**src/rtl/rtc_time_pkg.sv**
```systemverilog
package rtc_time_pkg;
  localparam int unsigned NUM_FIELDS = 7;
  localparam int unsigned SEL_W = $clog2(NUM_FIELDS + 1);
  localparam int FI_SEC  = 0;
  localparam int FI_MIN  = 1;
  localparam int FI_HOUR = 2;
  localparam int FI_WDAY = 3;
  localparam int FI_MDAY = 4;
  localparam int FI_MON  = 5;
  localparam int FI_YEAR = 6;
  localparam logic [2:0] OSC_RUN = 3'b010;

  typedef struct packed {
    logic [6:0] year;
    logic [3:0] mon;
    logic [4:0] mday;
    logic [2:0] wday;
    logic [4:0] hour;
    logic [5:0] min;
    logic [5:0] sec;
  } cal_t;

  localparam cal_t CAL_RST = '{year: 7'd0, mon: 4'd1, mday: 5'd1, wday: 3'd1,
                               hour: 5'd0, min: 6'd0, sec: 6'd0};

  function automatic logic [7:0] to_bcd(input logic [6:0] v);
    int t, hi, lo;
    t  = int'(v);
    hi = t / 10;
    lo = t % 10;
    return {hi[3:0], lo[3:0]};
  endfunction

  function automatic logic [6:0] from_bcd(input logic [7:0] b);
    int t;
    t = int'(b[7:4]) * 10 + int'(b[3:0]);
    return t[6:0];
  endfunction

  function automatic logic [7:0] enc_byte(input logic [6:0] v, input logic bin);
    return bin ? {1'b0, v} : to_bcd(v);
  endfunction

  function automatic logic [6:0] dec_byte(input logic [7:0] b, input logic bin);
    return bin ? b[6:0] : from_bcd(b);
  endfunction
endpackage

```
**src/rtl/rtc_cal_inc.sv**
```systemverilog
module rtc_cal_inc
  import rtc_time_pkg::*;
#(
  parameter int CENTURY_BASE = 2000
) (
  input  cal_t cur_i,
  output cal_t nxt_o
);
  int         full_yr;
  logic       leap;
  logic [4:0] dim;

  always_comb begin
    full_yr = CENTURY_BASE + int'(cur_i.year);
    leap    = (full_yr % 4 == 0) && ((full_yr % 100 != 0) || (full_yr % 400 == 0));
    case (cur_i.mon)
      4'd2:                     dim = leap ? 5'd29 : 5'd28;
      4'd4, 4'd6, 4'd9, 4'd11:  dim = 5'd30;
      default:                  dim = 5'd31;
    endcase
  end

  // carries ripple sec -> min -> hour -> day fields -> month -> year
  always_comb begin
    nxt_o = cur_i;
    if (cur_i.sec >= 6'd59) begin
      nxt_o.sec = '0;
      if (cur_i.min >= 6'd59) begin
        nxt_o.min = '0;
        if (cur_i.hour >= 5'd23) begin
          nxt_o.hour = '0;
          nxt_o.wday = (cur_i.wday >= 3'd7) ? 3'd1 : cur_i.wday + 3'd1;
          if (cur_i.mday >= dim) begin
            nxt_o.mday = 5'd1;
            if (cur_i.mon >= 4'd12) begin
              nxt_o.mon  = 4'd1;
              nxt_o.year = (cur_i.year >= 7'd99) ? 7'd0 : cur_i.year + 7'd1;
            end else begin
              nxt_o.mon = cur_i.mon + 4'd1;
            end
          end else begin
            nxt_o.mday = cur_i.mday + 5'd1;
          end
        end else begin
          nxt_o.hour = cur_i.hour + 5'd1;
        end
      end else begin
        nxt_o.min = cur_i.min + 6'd1;
      end
    end else begin
      nxt_o.sec = cur_i.sec + 6'd1;
    end
  end
endmodule

```
**src/rtl/rtc_fmt_enc.sv**
```systemverilog
module rtc_fmt_enc
  import rtc_time_pkg::*;
(
  input  cal_t                              cal_i,
  input  logic                              bin_i,
  input  logic                              h24_i,
  output logic [NUM_FIELDS-1:0][7:0]        byte_o
);
  logic [NUM_FIELDS-1:0][6:0] val;
  logic [6:0] h12;
  logic       pm;
  logic [7:0] h12_b;

  assign val[FI_SEC]  = {1'b0, cal_i.sec};
  assign val[FI_MIN]  = {1'b0, cal_i.min};
  assign val[FI_HOUR] = {2'b0, cal_i.hour};
  assign val[FI_WDAY] = {4'b0, cal_i.wday};
  assign val[FI_MDAY] = {2'b0, cal_i.mday};
  assign val[FI_MON]  = {3'b0, cal_i.mon};
  assign val[FI_YEAR] = cal_i.year;

  always_comb begin
    pm = cal_i.hour >= 5'd12;
    if (cal_i.hour == 5'd0)       h12 = 7'd12;
    else if (cal_i.hour > 5'd12)  h12 = {2'b0, cal_i.hour - 5'd12};
    else                          h12 = {2'b0, cal_i.hour};
  end

  assign h12_b = enc_byte(h12, bin_i);

  for (genvar f = 0; f < NUM_FIELDS; f++) begin : g_fld
    if (f == FI_HOUR) begin : g_hour
      assign byte_o[f] = h24_i ? enc_byte(val[f], bin_i) : {pm, h12_b[6:0]};
    end else begin : g_plain
      assign byte_o[f] = enc_byte(val[f], bin_i);
    end
  end
endmodule

```
**src/rtl/rtc_fmt_dec.sv**
```systemverilog
module rtc_fmt_dec
  import rtc_time_pkg::*;
(
  input  logic [NUM_FIELDS-1:0][7:0] byte_i,
  input  logic                       bin_i,
  input  logic                       h24_i,
  output cal_t                       cal_o
);
  logic [NUM_FIELDS-1:0][6:0] dv;
  logic [6:0] hr;

  for (genvar f = 0; f < NUM_FIELDS; f++) begin : g_fld
    if (f == FI_HOUR) begin : g_hour
      // PM flag is not part of the hour digits
      assign dv[f] = dec_byte({1'b0, byte_i[f][6:0]}, bin_i);
    end else begin : g_plain
      assign dv[f] = dec_byte(byte_i[f], bin_i);
    end
  end

  always_comb begin
    if (h24_i) begin
      hr = dv[FI_HOUR];
    end else begin
      hr = (dv[FI_HOUR] == 7'd12) ? 7'd0 : dv[FI_HOUR];
      if (byte_i[FI_HOUR][7]) hr = hr + 7'd12;
    end
  end

  always_comb begin
    cal_o.sec  = dv[FI_SEC][5:0];
    cal_o.min  = dv[FI_MIN][5:0];
    cal_o.hour = hr[4:0];
    cal_o.wday = dv[FI_WDAY][2:0];
    cal_o.mday = dv[FI_MDAY][4:0];
    cal_o.mon  = dv[FI_MON][3:0];
    cal_o.year = dv[FI_YEAR];
  end
endmodule

```
**src/rtl/rtc_uip_ctrl.sv**
```systemverilog
module rtc_uip_ctrl #(
  parameter int unsigned UIP_CYCLES = 8
) (
  input  logic clk_i,
  input  logic rst_ni,
  input  logic tick_i,
  input  logic run_i,
  input  logic hold_i,
  output logic busy_o,
  output logic fire_o
);
  localparam int unsigned CW = $clog2(UIP_CYCLES + 1);
  logic [CW-1:0] cnt_q;

  assign busy_o = cnt_q != '0;
  assign fire_o = run_i && !hold_i && (cnt_q == CW'(1));

  always_ff @(posedge clk_i or negedge rst_ni) begin
    if (!rst_ni) begin
      cnt_q <= '0;
    end else if (!run_i) begin
      cnt_q <= '0;
    end else if (cnt_q == '0) begin
      if (tick_i) cnt_q <= CW'(UIP_CYCLES);
    end else if (!hold_i) begin
      cnt_q <= cnt_q - CW'(1);
    end
  end
endmodule

```
**src/rtl/rtc_time_counter.sv**
```systemverilog
module rtc_time_counter
  import rtc_time_pkg::*;
#(
  parameter int unsigned UIP_CYCLES   = 8,
  parameter int          CENTURY_BASE = 2000
) (
  input  logic             clk_i,
  input  logic             rst_ni,
  input  logic             tick_1hz_i,
  input  logic [2:0]       osc_sel_i,
  input  logic             bin_mode_i,
  input  logic             hr24_i,
  input  logic             set_i,
  input  logic             wr_en_i,
  input  logic [SEL_W-1:0] wr_sel_i,
  input  logic [7:0]       wr_data_i,
  output logic [7:0]       sec_o,
  output logic [7:0]       min_o,
  output logic [7:0]       hour_o,
  output logic [7:0]       wday_o,
  output logic [7:0]       mday_o,
  output logic [7:0]       mon_o,
  output logic [7:0]       year_o,
  output logic             uip_o,
  output logic             upd_done_o
);
  localparam logic [NUM_FIELDS-1:0][7:0] FLD_RST = 56'h00_01_01_01_00_00_00;

  cal_t cal_q, cal_inc, cal_dec, enc_src;
  logic [NUM_FIELDS-1:0][7:0] fld_q, enc_bytes;
  logic [1:0] fmt_q;
  logic set_q, reload_q, done_q;
  logic run, fire, fmt_chg, upd_bytes;

  assign run       = (osc_sel_i == OSC_RUN) && !set_i;
  assign fmt_chg   = (fmt_q != {bin_mode_i, hr24_i}) && !set_i;
  assign enc_src   = fire ? cal_inc : cal_q;
  assign upd_bytes = fire || fmt_chg;

  rtc_uip_ctrl #(.UIP_CYCLES(UIP_CYCLES)) u_uip (
    .clk_i  (clk_i),
    .rst_ni (rst_ni),
    .tick_i (tick_1hz_i),
    .run_i  (run),
    .hold_i (reload_q),
    .busy_o (uip_o),
    .fire_o (fire)
  );

  rtc_cal_inc #(.CENTURY_BASE(CENTURY_BASE)) u_inc (
    .cur_i (cal_q),
    .nxt_o (cal_inc)
  );

  rtc_fmt_enc u_enc (
    .cal_i  (enc_src),
    .bin_i  (bin_mode_i),
    .h24_i  (hr24_i),
    .byte_o (enc_bytes)
  );

  rtc_fmt_dec u_dec (
    .byte_i (fld_q),
    .bin_i  (bin_mode_i),
    .h24_i  (hr24_i),
    .cal_o  (cal_dec)
  );

  always_ff @(posedge clk_i or negedge rst_ni) begin
    if (!rst_ni) begin
      set_q    <= 1'b0;
      fmt_q    <= 2'b01;
      reload_q <= 1'b0;
      done_q   <= 1'b0;
    end else begin
      set_q    <= set_i;
      fmt_q    <= {bin_mode_i, hr24_i};
      reload_q <= (wr_en_i && !set_i) || (set_q && !set_i);
      done_q   <= fire;
    end
  end

  // reload has priority; fire is held off while a reload is pending
  always_ff @(posedge clk_i or negedge rst_ni) begin
    if (!rst_ni) begin
      cal_q <= CAL_RST;
    end else if (reload_q) begin
      cal_q <= cal_dec;
    end else if (fire) begin
      cal_q <= cal_inc;
    end
  end

  always_ff @(posedge clk_i or negedge rst_ni) begin
    if (!rst_ni) begin
      fld_q <= FLD_RST;
    end else begin
      if (upd_bytes) fld_q <= enc_bytes;
      for (int f = 0; f < NUM_FIELDS; f++) begin
        if (wr_en_i && (wr_sel_i == SEL_W'(f))) fld_q[f] <= wr_data_i;
      end
    end
  end

  assign sec_o      = fld_q[FI_SEC];
  assign min_o      = fld_q[FI_MIN];
  assign hour_o     = fld_q[FI_HOUR];
  assign wday_o     = fld_q[FI_WDAY];
  assign mday_o     = fld_q[FI_MDAY];
  assign mon_o      = fld_q[FI_MON];
  assign year_o     = fld_q[FI_YEAR];
  assign upd_done_o = done_q;
endmodule

```
**config.mk**
```make
export PLATFORM = sky130hd
export DESIGN_NAME = rtc_time_counter
export DESIGN_NICKNAME = d
export VERILOG_FILES = /design/src/rtl/rtc_time_pkg.sv /design/src/rtl/rtc_cal_inc.sv /design/src/rtl/rtc_fmt_enc.sv /design/src/rtl/rtc_fmt_dec.sv /design/src/rtl/rtc_uip_ctrl.sv /design/src/rtl/rtc_time_counter.sv
export SDC_FILE = /design/constraint.sdc
export NUM_CORES = 1
export LEC_CHECK = 0
export BUFFER_PORTS_ARGS = -buffer_cell sky130_fd_sc_hd__buf_2
export CORE_MARGIN = 2
export CORE_UTILIZATION = 50
export CTS_BUF_LIST = sky130_fd_sc_hd__clkbuf_4 sky130_fd_sc_hd__clkbuf_8 sky130_fd_sc_hd__clkbuf_16
export CTS_CLUSTER_DIAMETER = 200
export DETAILED_ROUTE_END_ITERATION = 6
export HOLD_SLACK_MARGIN = 0.06
export PLACE_DENSITY = 0.68
export SYNTH_ARGS = -nofsm -noshare
export SYNTH_HDL_FRONTEND = slang
export SYNTH_HIERARCHICAL = 1
export SYNTH_SLANG_ARGS = --single-unit
```
**constraint.sdc**
```tcl
create_clock -name clk_i -period 27.8 [get_ports clk_i]
set_input_delay 1.39 -clock clk_i [delete_from_list [all_inputs] [get_ports clk_i]]
set_output_delay 1.39 -clock clk_i [all_outputs]
set_load 0.02 [all_outputs]
```
==> results of run 1 <==
## through the flow
stage / setup slack (ns) / hold slack, ns / instance area, sq um / utilization
after global routing: 15.06 / 0.509 / 13000 / 0.533
after floorplan: 18.12 / 0.437 / 12500 / -
after detailed placement: 16.22 / 0.462 / 12700 / 0.520
after global placement: 16.64 / 0.448 / 12700 / 0.520
after CTS: 16.20 / 0.473 / 13000 / 0.533
final: 15.96 / 0.462 / 13000 / 0.533
## sequential cells by signal (all words and copies together) (netlist names), 4 cells and up
register     flops
cal_q           36
hour_o           8
mday_o           8
min_o            8
mon_o            8
sec_o            8
wday_o           8
year_o           8
u_uip/cnt_q      4
## layer usage
| layer | up-vias | part of all wire |
|---|---|---|
| met5 | - | 0 |
| met1 | 5733 | 0.47 |
| met4 | 0 | 0.016 |
| met3 | 44 | 0.059 |
| li1 | 5681 | - |
| met2 | 436 | 0.46 |
## worst max-delay path, delay by kind of cell (launching register included)
kind	cells	cell delay, ns
compound gates	16	3.69
simple gates	12	3.31
fa+ha+maj	5	1.98
mux	5	1.75
flops	1	0.55
xor+xnor	1	0.21
buf+inv	2	0.19
## cells by family (layout without fill, tap and decap cells)
logic type / Yosys count / in the layout / synth area share
and+or+nand+nor: 509 / 509 / 0.220
buffers and inverters: 198 / 174 / 0.0798
AOI/OAI and AO/OA: 489 / 489 / 0.278
muxes: 103 / 103 / 0.0922
adders and majority gates: 79 / 79 / 0.0829
DFF: 101 / 101 / 0.203
other: 1 / 14 / 0.000300
xor gates and xnor gates: 55 / 55 / 0.0432
## area by class of cell
class,instances,area [sq um],share of cell area
inverter,69,264,0.0202
clock buffer,9,225,0.0173
timing repair buffer,89,478,0.0366
multi-input combinational,1248,9020,0.692
sequential,101,2540,0.195
clock inverter,7,106,0.00815
antenna,1,2.50,0.000192
tap,324,405,0.0311
## cells in the final DEF (no fill, tap or decap), types with 12 or more instances in the layout
cell type / netlist / layout
nand2_1: 134 / 134
a211oi_1: 12 / 12
buf_4: 34 / 13
or3_1: 65 / 65
inv_1: 66 / 66
o21ai_0: 103 / 103
nor3_1: 18 / 17
o31ai_1: 12 / 12
nand2b_1: 25 / 24
nand3_1: 37 / 37
o22ai_1: 64 / 64
buf_2: 32 / 76
mux2_1: 36 / 36
a21oi_1: 81 / 81
o21ai_1: 18 / 18
mux2_2: 50 / 50
nor2_1: 102 / 102
ha_1: 70 / 70
conb_1: 1 / 13
nand4_1: 12 / 12
nor2b_1: 17 / 17
o311a_1: 59 / 59
dfrtp_1: 94 / 93
xnor2_1: 36 / 36
mux2i_1: 14 / 14
xor2_1: 15 / 15
a21o_1: 23 / 23
## final timing paths
path | startpoint | end | slack [ns]
max in group asynchronous | rst_ni | reload_q | 25.48
min | set_q | reload_q | 0.46
max reg2reg | cal_q[33] | year_o[3] | 15.96
min in group asynchronous | rst_ni | cal_q[7] | 0.97
min reg2reg | set_q | reload_q | 0.46
max | cal_q[33] | year_o[3] | 15.96
==> summary.md, run 1 <==
| Metric | Value |
|---|---|
| Post-Route Setup TNS | `0 ns` |
| Post-CTS Setup Inserts | `0` |
| DRT Pass-1 Iters | `5` |
| Routed wire length | `approximately 35 mm` |
| Post-Synthesis Cells | `1535` |
| Chip height | `162 microns` |
| Final Cycle Share | `0.426` |
| Total number of vias | `approximately 12000` |
| Gr usage total | `0.262` |
| Mean post-synth cell area | `between 8 and 9 sq um` |
| Minimum clock period | `~12 ns` |
| Grt met2 use | `0.421` |
| Final hold vios | `0` |
| # IOs | `79` |
| Global routing's busiest layer | `met2` |
| Clock-pin slew on the worst setup and hold paths | `0.08 ns` |
| Port Buffer Count | `78` |
| Post-placement cell count | `~1800` |
| Deepest clock path buffer count | `2` |
| CP most frequent cell | `ha_1` |
| Fill cells | `~2300` |
| GRT overflow | `0` |
| Yosys top cell area share | `0.188` |
| Setup violators final | `0` |
| EDFF count, synth | `0` |
| Post-route ant nets | `0` |
| Core area | `around 0.024 sq mm` |
| Setup crit end kind | `register` |
| Die width | `162 microns` |
| Dominant synthesized flop cell | `dfrtp_1` |
| Largest net degree at the start of global routing | `76` |
| WHS Path Cells | `2` |
| Yosys top cell by area | `dfrtp_1` |
| Post-Syn Area | `roughly 0.013 sq mm` |
| Vias in the first global route | `between 10000 and 15000` |
| CTS H-tree depth | `3` |
| R2R depth | `41` |
| Resized Gates After CTS | `0` |
| Synth top area cells | `dfrtp_1, ha_1, o311a_1` |
| Worst EP required | `roughly 28 ns` |
| Vias/cell | `~6.4` |
| Num CTS Buffers | `9` |
| Fmax | `between 0.08 and 0.09 GHz` |
| Crit Path Category | `reg -> reg` |
| Netlist cell types | `between 100 and 150` |
| Share of cells above drive strength 1 | `0.152` |
| Root buffer cell | `clkbuf_16` |
| Rel. slew slack | `0.250` |
| Maximum capacitance violations | `0` |
| Top-count cell post-synth | `nand2_1` |
| Clock Latency Late Sink | `around 0.36 ns` |
| RD Place Congestion | `around 0.92` |
| FP Rows | `57` |
| Worst-Margin Slew | `1.12 ns` |
| Yosys reg bits | `approximately 100` |
| Initial antenna violation count | `0` |
| Max incr delay on CP | `between 0.7 and 0.8 ns` |
| DP Wirelength | `24.6 mm` |
| CTS tree | `built` |
| Starting Density | `0.511` |
| Critical path's slowest cell | `ha_1` |
| Setup Skew | `0.0129 ns` |
| Slew Limit Fails | `0` |
| RSZ-0062 raised after global routing | `false` |
| Startpoint Class | `register` |
| CP Data Arrival Time | `roughly 12 ns` |
| Met1 GRT Util | `0.378` |
| Nets | `roughly 1600` |
| Top cells by count, synth | `nand2_1, o21ai_0, nor2_1` |
| Seq/Total Area, Yosys | `0.203` |
| Avg WL per Cell | `between 15 and 20 microns` |
| Die area | `between 0.02 and 0.03 sq mm` |
| Post-synth ARST share | `1.00` |
| First-pass GRT wire length | `57.1 mm` |
| Area delta synth->final | `4.30%` |
| Met3 Usage GRT | `0.0312` |
| Residual DRC | `0` |
| CTS Hold Bufs | `0` |
| Post-route insts no fill | `approximately 1800` |
| Worst hold-check path type | `reg -> reg` |
| Clock sink count | `slightly above 100` |
| Syn. warnings | `6` |
| Status | `finished, final reports clean` |
| Initial drt markers | `around 1100` |
| CP Max Fanout | `21` |
Power of run 1 is not shown: default switching activity piles up to over one toggle a cycle in this logic, so the estimate is an artifact.
==> run 2, diff against run 1 <==
ABC_AREA = 1   (was unset)
PLACE_DENSITY = 0.71   (was 0.68)
clock period = 10.6 ns   (was 27.8 ns; I/O delays follow)
==> run 2 against run 1 <==
- the flow now finishes with violations (design-rule violations)
- synthesized cell count rose by 14%
- first-iteration DRC count is 20% lower
- wire length fell by 15%
- sequential share of layout area up 2.0 points
- critical path type unchanged
==> summary.md, run 2 <==
| Metric | Value |
|---|---|
| Worst EP required | `10.85 ns (-17.20 ns)` |
| Mean post-synth cell area | `6.36 sq um (-22%)` |
| Clock-pin slew on the worst setup and hold paths | `0.07 ns (about the same)` |
| Final hold vios | `0 (unchanged)` |
| Most common cell after layout, fill and taps aside | `nand2_1` |
| Syn. warnings | `6 (unchanged)` |
| CTS H-tree depth | `3 (unchanged)` |
| Vias/cell | `5.48 (-15%)` |
| DP Wirelength | `21.0 mm (-14%)` |
| Grt met2 use | `0.428 (+0.00747)` |
| Post-Syn Area | `0.0112 sq mm (-11%)` |
| CP Max Fanout | `14 (-33%)` |
| Clock sink count | `101 (unchanged)` |
| Core area | `0.0219 sq mm (-11%)` |
| Post-Synthesis Cells | `1754 (+14%)` |
| Chip height | `153 microns (-5.4%)` |
| Largest net degree at the start of global routing | `73 (-3.9%)` |
| First-pass GRT wire length | `49.1 mm (-14%)` |
| FP Rows | `54 (-5.3%)` |
| Root buffer cell | `clkbuf_16` |
| Setup violators final | `0 (unchanged)` |
| Nets | `1876 (+16%)` |
| Deepest clock path buffer count | `2 (unchanged)` |
| CTS Hold Bufs | `0 (unchanged)` |
| Die width | `153 microns (-5.4%)` |
| CTS tree | `built` |
| WP buf/inv | `6 (+4)` |
| Post-synth ARST share | `1.00 (unchanged)` |
| Synth top area cells | `dfrtp_1, nand2_1, ha_1` |
| GRT overflow | `0 (unchanged)` |
| Clock Latency Late Sink | `0.37 ns (about the same)` |
| Post-route ant nets | `0 (unchanged)` |
| Maximum capacitance violations | `0 (unchanged)` |
| Max incr delay on CP | `0.59 ns (-0.15 ns)` |
| DRT Pass-1 Iters | `7 (+2)` |
| Area delta synth->final | `5.97%` |
| R2R depth | `71 (+73%)` |
| Share of cells above drive strength 1 | `0.132 (-0.0200)` |
| Global routing's busiest layer | `met2` |
| Routed wire length | `29.3 mm (-15%)` |
| Register area | `0.00254 sq mm (about the same)` |
| Setup Skew | `0.0160 ns (+0.00311 ns)` |
| Slew Limit Fails | `0 (unchanged)` |
| Yosys reg bits | `101 (unchanged)` |
| Port Buffer Count | `78 (unchanged)` |
| Dominant synthesized flop cell | `dfrtp_1` |
| Post-synthesis mux area share | `0 (-0.0922)` |
| Max FFs per register | `36 (unchanged)` |
| Seq/Total Area, Yosys | `0.227 (+0.0245)` |
| Post-Route Setup TNS | `0 ns (unchanged)` |
| Most frequent cells in the layout | `nand2_1, inv_1, nor2_1` |
| RD Place Congestion | `0.939 (+2.4%)` |
| Diodes inserted | `0 (-1)` |
| Netlist cell types | `58 (-52%)` |
| Rel. slew slack | `0.290 (+0.0405)` |
| Resized Gates After CTS | `0 (unchanged)` |
| Minimum clock period | `9.19 ns (-2.65 ns)` |
| Xor and xnor area share after synthesis | `0.0211 (-0.0221)` |
| Crit Path Category | `reg -> reg` |
| Num CTS Buffers | `9 (unchanged)` |
| Met3 Usage GRT | `0.0326 (+0.00145)` |
| CP most frequent cell | `nand2_1` |
| Critical path's top delay family | `simple AND/OR/NAND/NOR gates` |
| Violated checks | `design-rule violations` |
| Largest family of logic cells by synthesized area | `simple AND/OR/NAND/NOR gates` |
| Post-synthesis simple-gate area fraction | `0.407 (+0.186)` |
| Worst-Margin Slew | `1.06 ns (-0.0603 ns)` |
| Fill cells | `2172 (-5.0%)` |
| Initial antenna violation count | `0 (unchanged)` |
| Top-count cell post-synth | `nand2_1` |
| Die area | `0.0235 sq mm (-11%)` |
| CP Data Arrival Time | `9.45 ns (-2.64 ns)` |
| Yosys top cell area share | `0.211 (+0.0227)` |
| Synth Area in Compound Gates | `0.136 (-0.142)` |
| Starting Density | `0.510 (-0.00152)` |
| Synth Area in Adders | `0.0911 (+0.00811)` |
| Status | `complete, but fails checks` |
| Final Cycle Share | `0.867 (+0.441)` |
| Total number of vias | `11297 (-5.0%)` |
| Vias in the first global route | `10469 (-3.9%)` |
| Top reg by flops | `cal_q` |
| Avg WL per Cell | `14.2 microns (-24%)` |
| Setup crit end kind | `register` |
| Residual DRC | `1 (+1)` |
| Top cells by count, synth | `nand2_1, inv_1, nor2_1` |
| Fmax | `0.109 GHz (+29%)` |
| Multi-input gate area | `0.00737 sq mm (-18%)` |
| Startpoint Class | `register` |
| Worst hold-check path type | `in -> async` |
| Gr usage total | `0.248 (-0.0131)` |
| # IOs | `79 (unchanged)` |
| Yosys top cell by area | `dfrtp_1` |
| Met1 GRT Util | `0.328 (-0.0498)` |
| Critical path's slowest cell | `dfrtp_1` |
| Number of cells on the critical path | `71 (+73%)` |
| Initial drt markers | `857 (-20%)` |
| RSZ-0062 raised after global routing | `false` |
| EDFF count, synth | `0 (unchanged)` |
| Post-CTS Setup Inserts | `0 (unchanged)` |
run 2: cell types whose count changed after synthesis, moves of 39 or more:
cell | before | now
inv_1 | 66 | 188
nand2_2 | 1 | 40
mux2_2 | 50 | 0
nand4_1 | 12 | 67
o22ai_1 | 64 | 1
o311a_1 | 59 | 0
or3_1 | 65 | 0
nand2_1 | 134 | 579
nand3_1 | 37 | 109
run 2: metrics by stage:
stage	worst slack [ns]	utilization	hold slack [ns]	instances	instance area, sq um
2_1_floorplan	2.79	-	0.234	1766	11200
3_3_place_gp	1.78	0.524	0.504	2047	11500
3_5_place_dp	1.41	0.524	0.508	2047	11500
4_1_cts	1.38	0.540	0.152	2063	11800
5_1_grt	0.103	0.540	0.147	2063	11800
6_report	1.41	0.540	0.121	2063	11800
run 2: path summary, 6_finish.rpt:
check,from,endpoint,slack (ns)
max in group asynchronous,rst_ni,cal_q[31],9.20
worst min register to register,mday_o[0],mday_o[0],0.52
worst max register to register,cal_q[33],year_o[2],1.41
worst min-delay path,rst_ni,hour_o[2],0.12
worst max-delay path,cal_q[33],year_o[2],1.41
min in group clk_i,set_i,set_q,0.30
run 2: worst reg2reg max path: cells and delay by family (launching register included):
kind,cells,cell delay [ns]
simple gates,51,5.56
flops,1,0.59
fa+ha+maj,5,1.38
buf+inv,6,0.77
compound gates,9,0.83
run 2: layer usage:
| metal | share of wire | wire (microns) |
|---|---|---|
| met5 | 0 | 0 |
| met1 | 0.46 | 13600 |
| met2 | 0.47 | 13800 |
| met3 | 0.050 | 1450 |
| met4 | 0.019 | 548 |
run 2: cell type report:
type                            instances  area share
Clock inverter                          6     0.00995
Clock buffer                           10      0.0197
Sequential cell                       101       0.215
Tap cell                              280      0.0296
Multi-Input combinational cell       1376       0.623
Inverter                              204      0.0648
Timing Repair Buffer                   86      0.0383
run 2: kinds of logic after synthesis:
| logic type | after synthesis |
|---|---|
| buf+inv | 289 |
| simple gates | 993 |
| other cells | 1 |
| flops | 101 |
| fa+ha+maj | 77 |
| compound gates | 267 |
| xor+xnor | 26 |
Power of run 2 is left out for the same reason.
